**src/rtl/shmwin_pkg.sv**
```systemverilog
package shmwin_pkg;
   typedef enum logic [2:0] {
      ST_IDLE,   // waiting for a strobed access
      ST_REQ,    // bus requested, waiting for grant
      ST_MEM,    // memory cycle running
      ST_ACK,    // acknowledge held until data strobe removed
      ST_BERR,   // bus error held until data strobe removed
      ST_GAP,    // between data phases, address strobe still held
      ST_SKIP    // address missed the window
   } bstate_e;
endpackage

```
**src/rtl/shmwin_sync.sv**
```systemverilog
module shmwin_sync #(
   parameter int        STAGES    = 2,
   parameter int        W         = 1,
   parameter logic      RESET_VAL = 1'b1
) (
   input  logic         clk,
   input  logic         rst_n,
   input  logic [W-1:0] d_async,
   output logic [W-1:0] q_sync
);
   if (STAGES < 2) begin : g_bad_stages
      $error("shmwin_sync: STAGES must be at least 2");
   end

   logic [W-1:0] chain [STAGES];

   for (genvar s = 0; s < STAGES; s++) begin : g_stage
      always_ff @(posedge clk) begin
         if (!rst_n) chain[s] <= {W{RESET_VAL}};
         else if (s == 0) chain[s] <= d_async;
         else chain[s] <= chain[(s == 0) ? 0 : s-1];
      end
   end

   assign q_sync = chain[STAGES-1];
endmodule

```
**src/rtl/shmwin_decode.sv**
```systemverilog
module shmwin_decode #(
   parameter int ADDR_W     = 32,
   parameter int PAGE_SHIFT = 12,
   localparam int PAGE_W    = ADDR_W - PAGE_SHIFT
) (
   input  logic [ADDR_W-1:0] addr,
   input  logic [PAGE_W-1:0] win_lo,
   input  logic [PAGE_W-1:0] win_hi,
   output logic              hit
);
   if (PAGE_W < 1) begin : g_bad_page
      $error("shmwin_decode: PAGE_SHIFT must be below ADDR_W");
   end

   logic [PAGE_W-1:0] page;
   logic              enabled;
   logic              above_lo;
   logic              below_hi;

   assign page     = addr[ADDR_W-1:PAGE_SHIFT];
   assign enabled  = (win_lo <= win_hi);
   assign above_lo = (page >= win_lo);
   assign below_hi = (page <= win_hi);
   assign hit      = enabled && above_lo && below_hi;
endmodule

```
**src/rtl/shmwin_seq.sv**
```systemverilog
module shmwin_seq
   import shmwin_pkg::*;
#(
   parameter int ADDR_W = 32,
   parameter int DATA_W = 32
) (
   input  logic              clk,
   input  logic              rst_n,
   input  logic              as_s,
   input  logic              ds_s,
   input  logic              hit,
   input  logic              cfg_wprot,
   input  logic              cfg_early,
   input  logic              ext_wr,
   input  logic              ext_rmw,
   input  logic [ADDR_W-1:0] ext_addr,
   input  logic [DATA_W-1:0] ext_wdata,
   output logic [DATA_W-1:0] ext_rdata,
   output logic              ext_ack,
   output logic              ext_berr,
   output logic              lb_req,
   input  logic              lb_gnt,
   output logic              mem_stb,
   output logic              mem_we,
   output logic [ADDR_W-1:0] mem_addr,
   output logic [DATA_W-1:0] mem_wdata,
   input  logic [DATA_W-1:0] mem_rdata,
   input  logic              mem_done
);
   bstate_e           state_q;
   logic              own_q;
   logic              early_q;
   logic              rmw_q;
   logic              wr_q;
   logic              ack_q;
   logic              berr_q;
   logic [ADDR_W-1:0] addr_q;
   logic [DATA_W-1:0] wdata_q;
   logic [DATA_W-1:0] rdata_q;
   logic              refuse;

   // a phase is refused when it writes into a protected window
   assign refuse = ext_wr && cfg_wprot;

   always_ff @(posedge clk) begin
      if (!rst_n) begin
         state_q <= ST_IDLE;
         own_q   <= 1'b0;
         early_q <= 1'b1;
         rmw_q   <= 1'b0;
         wr_q    <= 1'b0;
         ack_q   <= 1'b0;
         berr_q  <= 1'b0;
         addr_q  <= '0;
         wdata_q <= '0;
         rdata_q <= '0;
      end else begin
         unique case (state_q)
            ST_IDLE: begin
               if (as_s && ds_s) begin
                  early_q <= cfg_early;
                  rmw_q   <= ext_rmw;
                  wr_q    <= ext_wr;
                  addr_q  <= ext_addr;
                  wdata_q <= ext_wdata;
                  if (!hit) begin
                     state_q <= ST_SKIP;
                  end else if (refuse) begin
                     berr_q  <= 1'b1;
                     state_q <= ST_BERR;
                  end else begin
                     own_q   <= 1'b1;
                     state_q <= ST_REQ;
                  end
               end
            end
            ST_REQ: begin
               if (lb_gnt) state_q <= ST_MEM;
            end
            ST_MEM: begin
               if (mem_done) begin
                  if (!wr_q) rdata_q <= mem_rdata;
                  ack_q   <= 1'b1;
                  state_q <= ST_ACK;
                  if (early_q && !rmw_q) own_q <= 1'b0;
               end
            end
            ST_ACK: begin
               if (!ds_s) begin
                  ack_q   <= 1'b0;
                  state_q <= ST_GAP;
               end
            end
            ST_BERR: begin
               if (!ds_s) begin
                  berr_q  <= 1'b0;
                  state_q <= ST_GAP;
               end
            end
            ST_GAP: begin
               if (!as_s) begin
                  own_q   <= 1'b0;
                  state_q <= ST_IDLE;
               end else if (rmw_q && ds_s) begin
                  wr_q    <= ext_wr;
                  addr_q  <= ext_addr;
                  wdata_q <= ext_wdata;
                  if (refuse) begin
                     berr_q  <= 1'b1;
                     state_q <= ST_BERR;
                  end else if (own_q) begin
                     state_q <= ST_MEM;
                  end else begin
                     own_q   <= 1'b1;
                     state_q <= ST_REQ;
                  end
               end
            end
            ST_SKIP: begin
               if (!as_s) state_q <= ST_IDLE;
            end
            default: state_q <= ST_IDLE;
         endcase
      end
   end

   assign lb_req    = own_q;
   assign mem_stb   = (state_q == ST_MEM);
   assign mem_we    = wr_q;
   assign mem_addr  = addr_q;
   assign mem_wdata = wdata_q;
   assign ext_ack   = ack_q;
   assign ext_berr  = berr_q;
   assign ext_rdata = rdata_q;

   // memory is touched only under an owned and granted bus
   p_strobe_granted_r3: assert property (@(posedge clk) disable iff (!rst_n)
      mem_stb |-> (lb_req && lb_gnt));

   // the two terminations exclude each other
   p_single_term_r4: assert property (@(posedge clk) disable iff (!rst_n)
      !(ext_ack && ext_berr));

   // a refused phase never overlaps a memory cycle
   p_berr_no_mem_r5: assert property (@(posedge clk) disable iff (!rst_n)
      ext_berr |-> !mem_stb);

   // early release hands the bus back by the time the ack appears
   p_early_release_r6: assert property (@(posedge clk) disable iff (!rst_n)
      ($rose(ext_ack) && early_q && !rmw_q) |-> !lb_req);

   // hold mode keeps the bus while the address strobe is present
   p_hold_bus_r7: assert property (@(posedge clk) disable iff (!rst_n)
      (lb_req && !early_q && as_s) |=> lb_req);

   // a read-modify-write pair is never split
   p_rmw_locked_r8: assert property (@(posedge clk) disable iff (!rst_n)
      (lb_req && rmw_q && as_s) |=> lb_req);

   // the ack follows the data strobe down
   p_ack_drop_r9: assert property (@(posedge clk) disable iff (!rst_n)
      (ext_ack && !ds_s) |=> !ext_ack);

   // the bus error follows the data strobe down
   p_berr_drop_r9: assert property (@(posedge clk) disable iff (!rst_n)
      (ext_berr && !ds_s) |=> !ext_berr);
endmodule

```
**src/rtl/shmwin_bridge.sv**
```systemverilog
module shmwin_bridge
   import shmwin_pkg::*;
#(
   parameter int ADDR_W      = 32,
   parameter int DATA_W      = 32,
   parameter int PAGE_SHIFT  = 12,
   parameter int SYNC_STAGES = 2
) (
   input  logic                         clk,
   input  logic                         rst_n,
   input  logic [ADDR_W-PAGE_SHIFT-1:0] cfg_win_lo,
   input  logic [ADDR_W-PAGE_SHIFT-1:0] cfg_win_hi,
   input  logic                         cfg_wprot,
   input  logic                         cfg_early,
   input  logic                         ext_as_n,
   input  logic                         ext_ds_n,
   input  logic                         ext_wr,
   input  logic                         ext_rmw,
   input  logic [ADDR_W-1:0]            ext_addr,
   input  logic [DATA_W-1:0]            ext_wdata,
   output logic [DATA_W-1:0]            ext_rdata,
   output logic                         ext_ack,
   output logic                         ext_berr,
   output logic                         lb_req,
   input  logic                         lb_gnt,
   output logic                         mem_stb,
   output logic                         mem_we,
   output logic [ADDR_W-1:0]            mem_addr,
   output logic [DATA_W-1:0]            mem_wdata,
   input  logic [DATA_W-1:0]            mem_rdata,
   input  logic                         mem_done
);
   localparam int PAGE_W = ADDR_W - PAGE_SHIFT;

   if (DATA_W < 8) begin : g_bad_data
      $error("shmwin_bridge: DATA_W must be at least 8");
   end

   logic [1:0] strobes_n;
   logic       as_s;
   logic       ds_s;
   logic       hit;

   shmwin_sync #(
      .STAGES    (SYNC_STAGES),
      .W         (2),
      .RESET_VAL (1'b1)
   ) u_sync (
      .clk     (clk),
      .rst_n   (rst_n),
      .d_async ({ext_as_n, ext_ds_n}),
      .q_sync  (strobes_n)
   );

   assign as_s = ~strobes_n[1];
   assign ds_s = ~strobes_n[0];

   shmwin_decode #(
      .ADDR_W     (ADDR_W),
      .PAGE_SHIFT (PAGE_SHIFT)
   ) u_decode (
      .addr   (ext_addr),
      .win_lo (cfg_win_lo[PAGE_W-1:0]),
      .win_hi (cfg_win_hi[PAGE_W-1:0]),
      .hit    (hit)
   );

   shmwin_seq #(
      .ADDR_W (ADDR_W),
      .DATA_W (DATA_W)
   ) u_seq (
      .clk       (clk),
      .rst_n     (rst_n),
      .as_s      (as_s),
      .ds_s      (ds_s),
      .hit       (hit),
      .cfg_wprot (cfg_wprot),
      .cfg_early (cfg_early),
      .ext_wr    (ext_wr),
      .ext_rmw   (ext_rmw),
      .ext_addr  (ext_addr),
      .ext_wdata (ext_wdata),
      .ext_rdata (ext_rdata),
      .ext_ack   (ext_ack),
      .ext_berr  (ext_berr),
      .lb_req    (lb_req),
      .lb_gnt    (lb_gnt),
      .mem_stb   (mem_stb),
      .mem_we    (mem_we),
      .mem_addr  (mem_addr),
      .mem_wdata (mem_wdata),
      .mem_rdata (mem_rdata),
      .mem_done  (mem_done)
   );

   // without a request there is never a memory cycle
   p_no_req_no_mem_r2: assert property (@(posedge clk) disable iff (!rst_n)
      !lb_req |-> !mem_stb);

   // outputs quiet in the first cycle after reset
   p_reset_quiet_r1: assert property (@(posedge clk)
      !rst_n |=> (!lb_req && !ext_ack && !ext_berr && !mem_stb));
endmodule

```
**config.mk**
```make
export PLATFORM = sky130hd
export DESIGN_NAME = shmwin_bridge
export DESIGN_NICKNAME = d
export VERILOG_FILES = /design/src/rtl/shmwin_pkg.sv /design/src/rtl/shmwin_sync.sv /design/src/rtl/shmwin_decode.sv /design/src/rtl/shmwin_seq.sv /design/src/rtl/shmwin_bridge.sv
export SDC_FILE = /design/constraint.sdc
export NUM_CORES = 1
export LEC_CHECK = 0
export CELL_PAD_IN_SITES_DETAIL_PLACEMENT = 1
export CELL_PAD_IN_SITES_GLOBAL_PLACEMENT = 2
export CORE_ASPECT_RATIO = 1.2
export CORE_UTILIZATION = 25
export CTS_CLUSTER_DIAMETER = 150
export DETAILED_ROUTE_END_ITERATION = 7
export GPL_TIMING_DRIVEN = 1
export PLACE_DENSITY_LB_ADDON = 0.1
export SLEW_MARGIN = 0
export SYNTH_ARGS = -nofsm -noshare
export SYNTH_HDL_FRONTEND = slang
export SYNTH_SLANG_ARGS = --single-unit
```
**constraint.sdc**
```tcl
create_clock -name clk -period 8.4 [get_ports clk]
set_input_delay 2.52 -clock clk [delete_from_list [all_inputs] [get_ports clk]]
set_output_delay 2.52 -clock clk [all_outputs]
set_load 0.005 [all_outputs]
```
==> run_results.csv <==
group,metric,value,unit
timing,fin_crit_sh,0.5687,
detailed_routing,firstDrtPassIters,6,
floorplan,die_h,166.9,µm
detailed_routing,drtIter0Drc,111,
clock_tree,cts-resized-gates,0,
detailed_routing,post_drt_wl_per_cell,16.50,µm
finish,drive_gt1_frac,0.03118,
clock_tree,cts_buffers,9,
critical_path,path_class,"in2reg",
critical_path,critPathMaxFanout,3,
clock_tree,path_clk_slew,80,ps
detailed_routing,drc,1,
run,cap_violations,0,
placement,routabilityCongestion,0.8783,
detailed_routing,viasPerCell,4.679,
timing,holdWs,416.6,ps
timing,min_period,4777,ps
clock_tree,cts_buffer_depth,2,
critical_path,worst_setup_path_end_kind,"flip-flop",
finish,nets,1132,
global_route,antenna_found_initial,2,
yosys,synth_fp_nets,909,
finish,multi_input_area,3178,µm²
power_and_ir_drop,ir_drop,0.1020,mV
yosys,avgSynthCellArea,8.057,µm²
timing,finalSetupViolCount,0,
yosys,yosys_register_bits,109,
global_route,overflow,0,
clock_tree,cts_tree,"done",
critical_path,worstPathArrival,5070,ps
critical_path,required,8690,ps
detailed_routing,num_vias,5643,
timing,worst_slew_pin_slew,1282,ps
floorplan,die_w,139.4,µm
floorplan,die_area,23260,µm²
finish,num-fill-cells,2601,
yosys,netlist_top_cells_area,"dfxtp_1, nand2_1, a21boi_0",
run_status,violations,"DRC",
yosys,synth-edff-count,0,
floorplan,initial_core_util,0.2583,
power_and_ir_drop,leakage,3.219,nW
power_and_ir_drop,power_density,154.3,nW/µm²
global_route,grt_pass1_wl,31620,µm
finish,regArea,2182,µm²
run_status,status,"finished with violations",
clock_tree,clk_latency,350,ps
yosys,ys_seq_area_frac,0.3852,
floorplan,rows,59,
global_route,grt_start_max_net_pins,113,
yosys,syn_inst,703,
clock_tree,postCtsSetupRepairBufs,0,
floorplan,ioPinCount,247,
global_route,grt.total_usage,0.1723,
timing,fmax,209.3,MHz
yosys,syn-cell-area,5664,µm²
clock_tree,cts.hold.buffers_added,0,
placement,dp_hpwl,15410,µm
yosys,synth_top_area_cell,"dfxtp_1",
min_path,min_path_type,"reg2reg",
timing,finalHoldViolCount,0,
clock_tree,cts_sinks,109,
yosys,synth_most_common_cell,"nand2_1",
critical_path,start_kind,"input port",
timing,slew_viol_final,0,
clock_tree,cts_root_buf,"clkbuf_16",
global_route,grt_pass1_vias,6149,
yosys,yosysTopAreaCellShare,0.3852,
clock_tree,htree_num_levels,3,
floorplan,placeableCoreArea,21920,µm²
detailed_routing,finalWirelength,19900,µm
timing,rsz0062_at_grt,"false",
yosys,yosysWarnings,0,
timing,fin_tns_setup,0,ps
yosys,yosys-top-cells-count,"nand2_1, dfxtp_1, a21boi_0",
timing,relSlewSlack,0.1453,
finish,syn2layout_area_growth,52.35,%
yosys,ys_types,44,
yosys,synth_ff_type,"dfxtp_1",
yosys,synthArstFlopShare,0,
placement,place.port_buffers,246,
timing,skew,7.315,ps
detailed_routing,ant_nets,0,
==> kinds of logic (layout without fill, tap and decap cells) <==
logic type,count (synthesis),in the layout,synth area share
AO/OA/AOI/OAI,170,170,0.2112
XOR/XNOR,1,1,0.001547
adder cells (fa/ha/maj),60,60,0.1325
buffers and inverters,81,308,0.05589
flip-flops,109,109,0.3852
multiplexers,2,2,0.003976
other,0,2,0
AND/OR/NAND/NOR,280,280,0.2096
==> stage by stage <==
step / total power, mW / cell area (µm²) / instances / utilization / setup slack, ps
final: 1.332 / 8630 / 1206 / 0.3936 / 3623
after floorplan: 0.7492 / 5664 / 703 / - / 3997
after global placement: 0.9257 / 8352 / 1189 / 0.3809 / 3262
after CTS: 1.357 / 8625 / 1204 / 0.3934 / 3552
after global routing: 1.413 / 8630 / 1206 / 0.3936 / 3357
after detailed placement: 0.9392 / 8352 / 1189 / 0.3809 / 3198
==> state kept, by name, summed over array words and instances (netlist names) <==
| name | count |
|---|---|
| u_seq.rmw_q | 1 |
| u_seq.lb_req | 1 |
| u_seq.ext_rdata | 32 |
| u_sync.chain | 4 |
| u_seq.mem_we | 1 |
| u_seq.mem_addr | 32 |
| u_seq.ext_berr | 1 |
| u_seq.state_q | 3 |
| u_seq.ext_ack | 1 |
| u_seq.mem_wdata | 32 |
| u_seq.early_q | 1 |
==> critical path, cell delays in order <==
cell and delay (ps):
clkdlybuf4s50_1 490, inv_1 50, ha_1 270, o21ai_0 180, a21oi_1 60, o31ai_1 410, nand3_1 120, a2111oi_0 520
o31a_1 250, o311a_1 180
==> placed cells by master, fill, tap and decap left out, types with 15 or more instances in the layout <==
master,instances
a21boi_0,100
a21oi_1,27
clkdlybuf4s50_1,245
dfxtp_1,109
ha_1,60
inv_1,43
nand2_1,212
nand3_1,15
==> per-layer routing <==
| metal | up-vias | GRT usage | wire (µm) |
|---|---|---|---|
| li1 | 2803 | - | - |
| met1 | 2660 | 0.1974 | 8348 |
| met2 | 156 | 0.3133 | 10040 |
| met3 | 24 | 0.03537 | 1029 |
| met4 | 0 | 0.06184 | 481 |
| met5 | - | 0 | 0 |
==> area by class of cell <==
type / instances / share of cell area
diodes: 2 / 0.0005800
clock buffers: 9 / 0.02610
repair buffers: 250 / 0.2882
multi-input cells: 513 / 0.3683
clock inverters: 6 / 0.005510
flip-flops and latches: 109 / 0.2529
inverters: 43 / 0.01870
well taps: 274 / 0.03973
==> power breakdown <==
part | total, mW | internal (mW) | switching (mW)
logic | 0.340 | 0.184 | 0.155
clock network | 0.410 | 0.203 | 0.207
registers | 0.582 | 0.547 | 0.0351
==> final timing paths <==
check | start | endpoint | slack, ps | depth (start not counted)
setup / recovery | cfg_win_lo[1] | u_seq.state_q[1] | 3620 | 10
hold / removal | u_sync.chain[0][0] | u_sync.chain[1][0] | 420 | 1
setup reg to reg | u_seq.state_q[0] | u_seq.ext_rdata[21] | 5580 | 5
hold reg to reg | u_sync.chain[0][0] | u_sync.chain[1][0] | 420 | 1
Power figures use the tool's default switching activity.
